--- src/rtl/rob_pkg.sv ---
package rob_pkg;
    parameter int NUM_AREGS = 8;
    parameter int ROB_SLOTS = 4;   // power of two
    parameter int XLEN      = 16;
    parameter int OP_W      = 4;
    parameter int CAUSE_W   = 3;

    localparam int AREG_W = $clog2(NUM_AREGS);
    localparam int SLOT_W = $clog2(ROB_SLOTS);
    localparam int PTR_W  = SLOT_W + 1;

    typedef logic [AREG_W-1:0]  areg_t;
    typedef logic [SLOT_W-1:0]  tag_t;
    typedef logic [PTR_W-1:0]   ptr_t;
    typedef logic [XLEN-1:0]    word_t;
    typedef logic [OP_W-1:0]    op_t;
    typedef logic [CAUSE_W-1:0] cause_t;

    // One source operand: either a value (rdy=1) or a producer tag (rdy=0)
    typedef struct packed {
        logic  rdy;
        tag_t  tag;
        word_t val;
    } opnd_t;

    typedef struct packed {
        logic   busy;
        logic   started;
        op_t    op;
        opnd_t  a;
        opnd_t  b;
        logic   done;
        areg_t  dest;
        word_t  data;
        cause_t cause;
    } slot_t;

    // Source capture at allocation time
    function automatic opnd_t capture_src(input logic  map_v,
                                          input tag_t  map_tag,
                                          input logic  prod_done,
                                          input word_t prod_data,
                                          input logic  bc_v,
                                          input tag_t  bc_tag,
                                          input word_t bc_data,
                                          input word_t arf_val);
        opnd_t o;
        o.rdy = 1'b1;
        o.tag = map_tag;
        o.val = arf_val;
        if (map_v) begin
            if (prod_done) begin
                o.val = prod_data;
            end else if (bc_v && bc_tag == map_tag) begin
                o.val = bc_data;
            end else begin
                o.rdy = 1'b0;
                o.val = '0;
            end
        end
        return o;
    endfunction

    function automatic logic ptr_full(input ptr_t h, input ptr_t t);
        return (h[SLOT_W] != t[SLOT_W]) && (h[SLOT_W-1:0] == t[SLOT_W-1:0]);
    endfunction
endpackage

--- src/rtl/rob_rename_map.sv ---
module rob_rename_map
    import rob_pkg::*;
(
    input  logic  clk,
    input  logic  rst,
    input  logic  clr_all,
    input  areg_t rd_a,
    input  areg_t rd_b,
    output logic  hit_a,
    output logic  hit_b,
    output tag_t  tag_a,
    output tag_t  tag_b,
    input  logic  set_en,
    input  areg_t set_reg,
    input  tag_t  set_tag,
    input  logic  rel_en,
    input  areg_t rel_reg,
    input  tag_t  rel_tag
);
    logic vld_q [NUM_AREGS];
    tag_t map_q [NUM_AREGS];

    generate
        for (genvar r = 0; r < NUM_AREGS; r++) begin : g_map
            always_ff @(posedge clk) begin
                if (rst || clr_all) begin
                    vld_q[r] <= 1'b0;
                end else if (set_en && set_reg == areg_t'(r)) begin
                    vld_q[r] <= 1'b1;
                end else if (rel_en && rel_reg == areg_t'(r) && map_q[r] == rel_tag) begin
                    vld_q[r] <= 1'b0;
                end
            end

            always_ff @(posedge clk) begin
                if (rst) begin
                    map_q[r] <= '0;
                end else if (set_en && set_reg == areg_t'(r)) begin
                    map_q[r] <= set_tag;
                end
            end
        end
    endgenerate

    assign hit_a = vld_q[rd_a];
    assign hit_b = vld_q[rd_b];
    assign tag_a = map_q[rd_a];
    assign tag_b = map_q[rd_b];
endmodule

--- src/rtl/rob_arch_regs.sv ---
module rob_arch_regs
    import rob_pkg::*;
(
    input  logic  clk,
    input  logic  rst,
    input  logic  we,
    input  areg_t wa,
    input  word_t wd,
    input  areg_t ra0,
    input  areg_t ra1,
    input  areg_t ra2,
    output word_t rd0,
    output word_t rd1,
    output word_t rd2
);
    word_t regs_q [NUM_AREGS];

    generate
        for (genvar r = 0; r < NUM_AREGS; r++) begin : g_reg
            always_ff @(posedge clk) begin
                if (rst) begin
                    regs_q[r] <= '0;
                end else if (we && wa == areg_t'(r)) begin
                    regs_q[r] <= wd;
                end
            end
        end
    endgenerate

    assign rd0 = regs_q[ra0];
    assign rd1 = regs_q[ra1];
    assign rd2 = regs_q[ra2];
endmodule

--- src/rtl/rob_issue_pick.sv ---
module rob_issue_pick
    import rob_pkg::*;
(
    input  logic [ROB_SLOTS-1:0] elig,
    output logic                 found,
    output tag_t                 pick
);
    always_comb begin
        found = 1'b0;
        pick  = '0;
        for (int i = ROB_SLOTS - 1; i >= 0; i--) begin
            if (elig[i]) begin
                found = 1'b1;
                pick  = tag_t'(i);
            end
        end
    end
endmodule

--- src/rtl/rob_rename_top.sv ---
module rob_rename_top
    import rob_pkg::*;
(
    input  logic                 clk,
    input  logic                 rst,
    input  logic                 alloc_valid,
    input  logic [OP_W-1:0]      alloc_op,
    input  logic [AREG_W-1:0]    alloc_dest,
    input  logic [AREG_W-1:0]    alloc_src1,
    input  logic [AREG_W-1:0]    alloc_src2,
    output logic                 alloc_ready,
    output logic [SLOT_W-1:0]    alloc_tag,
    output logic                 iss_valid,
    output logic [SLOT_W-1:0]    iss_tag,
    output logic [OP_W-1:0]      iss_op,
    output logic [XLEN-1:0]      iss_a,
    output logic [XLEN-1:0]      iss_b,
    input  logic                 iss_ack,
    input  logic                 wb_valid,
    input  logic [SLOT_W-1:0]    wb_tag,
    input  logic [XLEN-1:0]      wb_data,
    input  logic [CAUSE_W-1:0]   wb_cause,
    output logic                 cm_valid,
    output logic [AREG_W-1:0]    cm_dest,
    output logic [XLEN-1:0]      cm_data,
    output logic                 exc_valid,
    output logic [CAUSE_W-1:0]   exc_cause,
    input  logic [AREG_W-1:0]    rd_addr,
    output logic [XLEN-1:0]      rd_data
);
    slot_t rob_q [ROB_SLOTS];
    ptr_t  head_q, tail_q;
    tag_t  head_idx, tail_idx;
    logic  full, head_fin, commit_fire, flush, alloc_fire, iss_fire;

    logic  hit_a, hit_b;
    tag_t  mtag_a, mtag_b;
    word_t arf_a, arf_b;
    opnd_t new_a, new_b;
    logic [ROB_SLOTS-1:0] elig;

    assign head_idx    = head_q[SLOT_W-1:0];
    assign tail_idx    = tail_q[SLOT_W-1:0];
    assign full        = ptr_full(head_q, tail_q);
    assign head_fin    = rob_q[head_idx].busy && rob_q[head_idx].done;
    assign commit_fire = head_fin && (rob_q[head_idx].cause == '0);
    assign flush       = head_fin && (rob_q[head_idx].cause != '0);
    assign alloc_ready = !full && !flush;
    assign alloc_fire  = alloc_valid && alloc_ready;
    assign alloc_tag   = tail_idx;

    rob_rename_map u_map (
        .clk     (clk),
        .rst     (rst),
        .clr_all (flush),
        .rd_a    (alloc_src1),
        .rd_b    (alloc_src2),
        .hit_a   (hit_a),
        .hit_b   (hit_b),
        .tag_a   (mtag_a),
        .tag_b   (mtag_b),
        .set_en  (alloc_fire),
        .set_reg (alloc_dest),
        .set_tag (tail_idx),
        .rel_en  (commit_fire),
        .rel_reg (rob_q[head_idx].dest),
        .rel_tag (head_idx)
    );

    rob_arch_regs u_arf (
        .clk (clk),
        .rst (rst),
        .we  (commit_fire),
        .wa  (rob_q[head_idx].dest),
        .wd  (rob_q[head_idx].data),
        .ra0 (alloc_src1),
        .ra1 (alloc_src2),
        .ra2 (rd_addr),
        .rd0 (arf_a),
        .rd1 (arf_b),
        .rd2 (rd_data)
    );

    always_comb begin
        new_a = capture_src(hit_a, mtag_a, rob_q[mtag_a].done, rob_q[mtag_a].data,
                            wb_valid, wb_tag, wb_data, arf_a);
        new_b = capture_src(hit_b, mtag_b, rob_q[mtag_b].done, rob_q[mtag_b].data,
                            wb_valid, wb_tag, wb_data, arf_b);
    end

    // Slot storage, one register per entry
    generate
        for (genvar i = 0; i < ROB_SLOTS; i++) begin : g_slot
            slot_t s_q;

            always_ff @(posedge clk) begin
                if (rst) begin
                    s_q <= '0;
                end else if (flush) begin
                    s_q.busy <= 1'b0;
                end else if (alloc_fire && tail_idx == tag_t'(i)) begin
                    s_q <= '{busy: 1'b1, started: 1'b0, op: alloc_op, a: new_a, b: new_b,
                             done: 1'b0, dest: alloc_dest, data: '0, cause: '0};
                end else begin
                    if (commit_fire && head_idx == tag_t'(i)) begin
                        s_q.busy <= 1'b0;
                    end
                    if (iss_fire && iss_tag == tag_t'(i)) begin
                        s_q.started <= 1'b1;
                    end
                    if (wb_valid && s_q.busy && wb_tag == tag_t'(i)) begin
                        s_q.done  <= 1'b1;
                        s_q.data  <= wb_data;
                        s_q.cause <= wb_cause;
                    end
                    if (wb_valid && s_q.busy && !s_q.a.rdy && s_q.a.tag == wb_tag) begin
                        s_q.a.rdy <= 1'b1;
                        s_q.a.val <= wb_data;
                    end
                    if (wb_valid && s_q.busy && !s_q.b.rdy && s_q.b.tag == wb_tag) begin
                        s_q.b.rdy <= 1'b1;
                        s_q.b.val <= wb_data;
                    end
                end
            end

            assign rob_q[i] = s_q;
            assign elig[i]  = s_q.busy && !s_q.started && s_q.a.rdy && s_q.b.rdy;
        end
    endgenerate

    rob_issue_pick u_pick (
        .elig  (elig),
        .found (iss_valid),
        .pick  (iss_tag)
    );

    assign iss_fire = iss_valid && iss_ack;
    assign iss_op   = rob_q[iss_tag].op;
    assign iss_a    = rob_q[iss_tag].a.val;
    assign iss_b    = rob_q[iss_tag].b.val;

    always_ff @(posedge clk) begin
        if (rst) begin
            head_q <= '0;
            tail_q <= '0;
        end else if (flush) begin
            tail_q <= head_q;
        end else begin
            if (alloc_fire) begin
                tail_q <= tail_q + 1'b1;
            end
            if (commit_fire) begin
                head_q <= head_q + 1'b1;
            end
        end
    end

    assign cm_valid  = commit_fire;
    assign cm_dest   = rob_q[head_idx].dest;
    assign cm_data   = rob_q[head_idx].data;
    assign exc_valid = flush;
    assign exc_cause = rob_q[head_idx].cause;
endmodule

--- config.mk ---
export PLATFORM = sky130hd
export DESIGN_NAME = rob_rename_top
export DESIGN_NICKNAME = d
export VERILOG_FILES = /design/src/rtl/rob_pkg.sv /design/src/rtl/rob_rename_map.sv /design/src/rtl/rob_arch_regs.sv /design/src/rtl/rob_issue_pick.sv /design/src/rtl/rob_rename_top.sv
export SDC_FILE = /design/constraint.sdc
export NUM_CORES = 1
export LEC_CHECK = 0
export CAP_MARGIN = 20
export CORE_MARGIN = 1
export CORE_UTILIZATION = 25
export CTS_BUF_LIST = sky130_fd_sc_hd__clkbuf_2 sky130_fd_sc_hd__clkbuf_4 sky130_fd_sc_hd__clkbuf_8
export DETAILED_ROUTE_END_ITERATION = 8
export PLACE_DENSITY = 0.36
export SLEW_MARGIN = 10
export SYNTH_ARGS = -nofsm -noshare
export SYNTH_HDL_FRONTEND = slang
export SYNTH_SLANG_ARGS = --single-unit
--- constraint.sdc ---
create_clock -name clk -period 4.3 [get_ports clk]
set_input_delay 0.86 -clock clk [delete_from_list [all_inputs] [get_ports clk]]
set_output_delay 0.86 -clock clk [all_outputs]
set_load 0.02 [all_outputs]
==> results.md, run 1 <==
- Outcome: finished clean
- Worst R2R Path Depth: 6
- Synth top area cells: dfxtp_1 22%, edfxtp_1 18%, mux4_2 12%
- Final Cycle Share: 97.1%
- CP cell instances: and4b_1, nand2_1, a21o_4, buf_12, buf_4, mux2i_1, o21ai_0, clkdlybuf4s50_1
- Synth cell count leaders: 317 x nor2_1, 274 x dfxtp_1, 234 x nor3_1
- Seq/Total Area, Yosys: 40.5%
- Crit start category: flip-flop
- Req. time, crit path: 3.44 ns
- Synth cell types: 63
- Dpl hpwl: 74900 um
- CP max stage delay: 0.70 ns
- Mux share of post-synthesis cell area: 21.9%
- Die ar.: 101000 um^2
- Worst slew margin: 21.1%
- Synth Area in Simple Gates: 15.3%
- Vias: 22312
- Minimum clock period: 4.18 ns
- Number of global-route vias before repair: 22733
- Antenna viol nets, final: 0
- Busiest layer in global routing: met2
- Post-Synthesis Cells: 2456
- Power Density: 369 nW/um^2
- Core Rows: 115
- Max cap viols: 0
- WS Path Type: flip-flop to output pin
- # H-tree levels: 3
- Worst skew pair latency: 0.73 ns
- Global-route met2 utilization: 38.3%
- Worst hold endpoint: g_slot[2].s_q[2]
- Buffers plus inverters on the worst setup path: 3
- Wire length per cell: 30.6 um
- Max-slew violations: 0
- Port buffer count: 123
- Largest net degree at the start of global routing: 153
- Count leader, synth: nor2_1
- Overall Power: 11.0 mW
- Router iterations before antenna repair: 6
- Vias/cell: 5.70
- Final GP Congestion: 0.825
- Area share of xor/xnor cells in the synthesized design: 1.55%
- FF-to-FF End: g_slot[0].s_q[32]
- Clock skew: 0.0414 ns
- Crit path max-delay family: buffers and inverters
- Initial drt markers: 1904
- Synthesized area: 24800 um^2
- Leakage: 10.8 nW
- Post-synthesis adder-cell area fraction: 0.403%
- Ys async rst share: 0%
- Die width: 317 um
- Setup Viol. Count Final: 0
- Worst vdd ir: 0.196 mV
- Gr ovfl total: 0
- Worst Path Max Fanout: 7
- Nets: 2613
- DRT Wirelength: 120000 um
- Root Buffer: clkbuf_8
- #FFs+latches synth: 426
- Clock buffer count from CTS: 87
- Setup TNS: 0 ns
- CTS tree: built
- Global-route wire length before repair: 170000 um
- Area grow syn2layout: 19.9%
- Yosys top cell by area: dfxtp_1
- DR DRC count: 0
- CP max-delay cell: clkdlybuf4s50_1
- GRT Overall Usage: 23.6%
- Worst EP arrival: 3.32 ns
- Die height: 317 um
- Worst-path clk slew: 0.05 ns
- Critical Path End Type: output pin
- Post-synth EDFFs: 152
- Proportion of layout cells with a drive suffix above 1: 20.8%
- Syn Area/Cell: 10.1 um^2
- RSZ-0062 raised after global routing: no
- Clock Tree Buf Depth: 3
- Fraction of the mapped netlist area in compound gates: 15.2%
- Hold WC Path Type: flip-flop to flip-flop
- Achievable Freq: 239 MHz
- Worst Hold Depth: 2
- Core Area: 98400 um^2
- Hold_buf cts: 0
- Met3 Track Usage GR: 3.61%
- Largest family of logic cells by synthesized area: multiplexers
- Worst slew pin tran: 1.18 ns
- R2r setup slk: 0.72 ns
- Main synth FF type: dfxtp_1
- Hold Violations, Final: 0
- Syn. warnings: 0
- Worst r2r src: head_q[0]
- Initial antenna violation count: 4
- Worst Setup SP: g_slot[3].s_q[60]
- M1 GR Usage: 31.9%
- Sink Count: 426
- Top Ports: 124
- Initial Utilization: 25.2%
- Top cell type's share of synthesized area: 22.1%
- Syn_nets: 2506
- Worst Hold Launch: g_slot[2].s_q[2]
[through the flow]
step	setup slack (ns)	cells	hold WS, ns	util (%)	cell area, um^2
final	0.124	3914	0.451	30.2	29800
after global routing	0.00277	3914	0.469	30.2	29800
after CTS	0.00153	3911	0.454	30.2	29700
after detailed placement	0.329	3750	0.447	28.3	27900
after global placement	0.363	3750	0.438	28.3	27900
after floorplan	0.687	2456	0.428	-	24800
[sequential cells by signal, summed over array words and instances, names as in the netlist]
register / cells
g_slot.s_q: 268
head_q: 3
tail_q: 3
u_arf.regs_q: 128
u_map.map_q: 16
u_map.vld_q: 8
[worst min-delay path, stage by stage (launching register included)]
cell,delay (ns)
dfxtp_1,0.30
nand2_1,0.05
a21oi_1,0.05
[how the worst max path moves through the flow]
stage	to	slack [ns]	cells past startpoint
finish	iss_a[6]	0.12	8
CTS	iss_b[9]	0.002	9
detailed placement	iss_b[4]	0.33	6
floorplan	u_arf.regs_q[7][0]	0.69	7
global route	alloc_ready	0.003	6
global placement	iss_b[4]	0.36	6
[report_power, final]
group	total, mW	internal [mW]	switching, mW
registers	4.48	4.35	0.132
clock network	4.41	2.45	1.96
logic	2.09	0.719	1.37
total	11.0	7.52	3.46
[timing repair]
action                                  CTS  global route
pin swaps                                 2             1
endpoints found under the setup margin   37            19
buffers inserted                         10             1
gates resized for setup                  15             9
endpoints found under the hold margin     0             0
[metal layers]
| metal | share of wire, % | routed length [um] | vias to the layer above |
|---|---|---|---|
| met5 | 0 | 0 | - |
| met4 | 3.2 | 3780 | 0 |
| met3 | 6.1 | 7330 | 197 |
| met2 | 47 | 55700 | 984 |
| met1 | 44 | 52800 | 11451 |
| li1 | - | - | 9680 |
[cell type report]
type / instances / area [um^2]
fillers: 10267 / 68700
multi-input cells: 1731 / 13600
flip-flops and latches: 426 / 10100
repair buffers: 272 / 2580
clock buffers: 137 / 1640
well taps: 1287 / 1610
inverters: 45 / 170
clock inverters: 14 / 100
diodes: 2 / 5.00
[placed cells by master (no fill, tap or decap), types with 9 or more instances in the layout]
| cell | instances |
|---|---|
| xor2_1 | 27 |
| inv_1 | 27 |
| dfxtp_1 | 271 |
| a22oi_1 | 36 |
| o21ai_0 | 34 |
| clkinv_1 | 22 |
| mux2i_1 | 219 |
| a21oi_1 | 45 |
| or3_1 | 12 |
| mux2_2 | 20 |
| a211oi_1 | 155 |
| a31o_2 | 38 |
| nor4_1 | 58 |
| clkbuf_8 | 97 |
| nand2_1 | 115 |
| and3_1 | 17 |
| nor3_1 | 234 |
| a221oi_1 | 118 |
| buf_12 | 20 |
| xnor2_1 | 15 |
| mux4_2 | 132 |
| clkdlybuf4s50_1 | 102 |
| buf_4 | 130 |
| clkbuf_4 | 40 |
| edfxtp_1 | 152 |
| a221oi_2 | 10 |
| nor2_1 | 312 |
| a31o_1 | 10 |
| nand4_1 | 9 |
[cell families (layout without fill, tap and decap cells)]
kind of cell,count (synthesis),in the layout
AOI/OAI and AO/OA,486,486
xor gates and xnor gates,43,43
adders and majority gates,8,8
buffers and inverters,299,468
DFF,426,426
muxes,375,375
other,0,2
and+or+nand+nor,819,819
Note: power is estimated with default switching activity, not from simulation.
==> run 2: changes to the inputs <==
--- a/config.mk
+++ b/config.mk
@@ -6,7 +6,7 @@
 export NUM_CORES = 1
 export LEC_CHECK = 0
 export CAP_MARGIN = 20
-export CORE_MARGIN = 1
+export CORE_MARGIN = 2
 export CORE_UTILIZATION = 25
 export CTS_BUF_LIST = sky130_fd_sc_hd__clkbuf_2 sky130_fd_sc_hd__clkbuf_4 sky130_fd_sc_hd__clkbuf_8
 export DETAILED_ROUTE_END_ITERATION = 8
==> results.md, run 2 (same netlist as run 1, synthesis figures left out) <==
- Outcome: finished clean
- Core Area: 98400 um^2
- Router iterations before antenna repair: 6
- WS Path Type: flip-flop to output pin
- Critical Path End Type: output pin
- Core Rows: 115
- Pre-CTS WS: 0.126 ns
- Buffers plus inverters on the worst setup path: 2
- Wire length per cell: 30.2 um
- Hold WC Path Type: flip-flop to flip-flop
- Clock Tree Buf Depth: 3
- Top Ports: 124
- Postcts setup bufs: 0
- DR WL met3: 7340 um
- Die height: 319 um
- Final GP Congestion: 0.817
- Max-slew violations: 0
- DRT Wirelength: 118000 um
- Dpl hpwl: 76500 um
- RSZ-0062 raised after global routing: no
- Gr ovfl total: 0
- Placed cells: 3749
- Worst vdd ir: 0.204 mV
- Initial Utilization: 25.2%
- Global-route wire length before repair: 167000 um
- DRT met1 WL: 52500 um
- Setup TNS: 0 ns
- CP max stage delay: 0.68 ns
- Die width: 319 um
- Hold_buf cts: 0
- Antenna viol nets, final: 0
- Hold Violations, Final: 0
- Max cap viols: 0
- Achievable Freq: 239 MHz
- Worst Path Max Fanout: 32
- Multi-input gate area: 13600 um^2
- Post-route setup slack: 0.109 ns
- Most frequent cells in the layout: 312 x nor2_1, 272 x dfxtp_1, 234 x nor3_1
- # H-tree levels: 3
- Nets: 2599
- Area occupied by registers: 10100 um^2
- Number of global-route vias before repair: 22365
- Worst-path clk slew: 0.06 ns
- Non-filler instance count after layout: 3909
- Final Util: 30.2%
- Vias: 22157
- Sink Count: 426
- Worst slew margin: 28.9%
- CP cell instances: and4b_1, nand2b_1, nor2_4, buf_12, a22oi_1, o21ai_1, clkdlybuf4s50_1
- Die ar.: 102000 um^2
- GRT Overall Usage: 22.5%
- Crit path max-delay family: buffers and inverters
- Clock buffer count from CTS: 85
- Worst EP arrival: 3.33 ns
- Initial drt markers: 1815
- DR DRC count: 0
- CTS tree: built
- Final Cycle Share: 97.5%
- Worst slew pin tran: 1.06 ns
- Largest net degree at the start of global routing: 74
- Power Density: 371 nW/um^2
- Area grow syn2layout: 19.7%
- Req. time, crit path: 3.44 ns
- CP max-delay cell: clkdlybuf4s50_1
- DR top layer: met4
- Largest Register: g_slot.s_q
- Minimum clock period: 4.19 ns
- Vias/cell: 5.67
- Root Buffer: clkbuf_8
- Clock skew: 0.0610 ns
- Port buffer count: 123
- Setup Viol. Count Final: 0
- Overall Power: 11.0 mW
- Largest registers: g_slot.s_q x268, u_arf.regs_q x128, u_map.map_q x16
- Met2 wire len: 54600 um
- Proportion of layout cells with a drive suffix above 1: 20.5%
- Placed inst area: 27900 um^2
- Crit start category: flip-flop
- Commonest non-fill, non-tap cell in the layout: nor2_1
- Worst skew pair latency: 0.74 ns
- Filler cells: 10183
- Largest register FFs: 268
- Finished Cell Area: 29700 um^2
- Initial antenna violation count: 4
- Leakage: 10.8 nW
- Hold_ws: 0.453 ns
## run 2: cell types whose count changed in the layout (fill, tap and decap cells not counted), sizes merged
| cell | previous run | this run |
|---|---|---|
| buf | 155 | 143 |
| clkinv | 27 | 35 |
| clkbuf | 137 | 134 |
| inv | 28 | 31 |
| bufinv | 1 | 0 |
| dlygate4sd2 | 8 | 7 |
| dlymetal6s2s | 7 | 8 |
## run 2: path summary, 6_finish.rpt
| kind | slack, ns | depth (start not counted) | start | to |
|---|---|---|---|---|
| hold reg to reg | 0.45 | 2 | g_slot[3].s_q[0] | g_slot[3].s_q[0] |
| setup reg to reg | 0.49 | 6 | head_q[0] | u_arf.regs_q[2][0] |
| hold / removal | 0.45 | 2 | g_slot[3].s_q[0] | g_slot[3].s_q[0] |
| setup / recovery | 0.11 | 7 | g_slot[0].s_q[66] | iss_b[15] |
## run 2: timing repair
action,CTS,global route
endpoints found under the setup margin,28,11
gates cloned,0,0
resized for setup,19,11
pin swaps,0,1
## run 2: area by class of cell
cell class | count | share of cell area (%)
Timing Repair Buffer | 260 | 8.27
Antenna cell | 2 | 0.0169
Multi-Input combinational cell | 1731 | 45.8
Clock buffer | 134 | 5.60
Inverter | 45 | 0.573
Tap cell | 1287 | 5.42
Sequential cell | 426 | 33.8
Clock inverter | 24 | 0.463
## run 2: where the power goes
group | total (mW) | switching, mW | internal [mW]
logic | 2.08 | 1.36 | 0.719
clock network | 4.47 | 2.01 | 2.46
registers | 4.47 | 0.129 | 4.35
## run 2: routing by layer
metal	GRT usage, %	vias up
met2	36.2	919
met5	0	-
met1	30.7	11412
met4	7.85	0
met3	3.43	168
li1	-	9658
## run 2: tightest hold or removal path: stages, from the launching register on
cell and delay [ns]:
dfxtp_1 0.30, nand2_1 0.05, a21oi_1 0.05
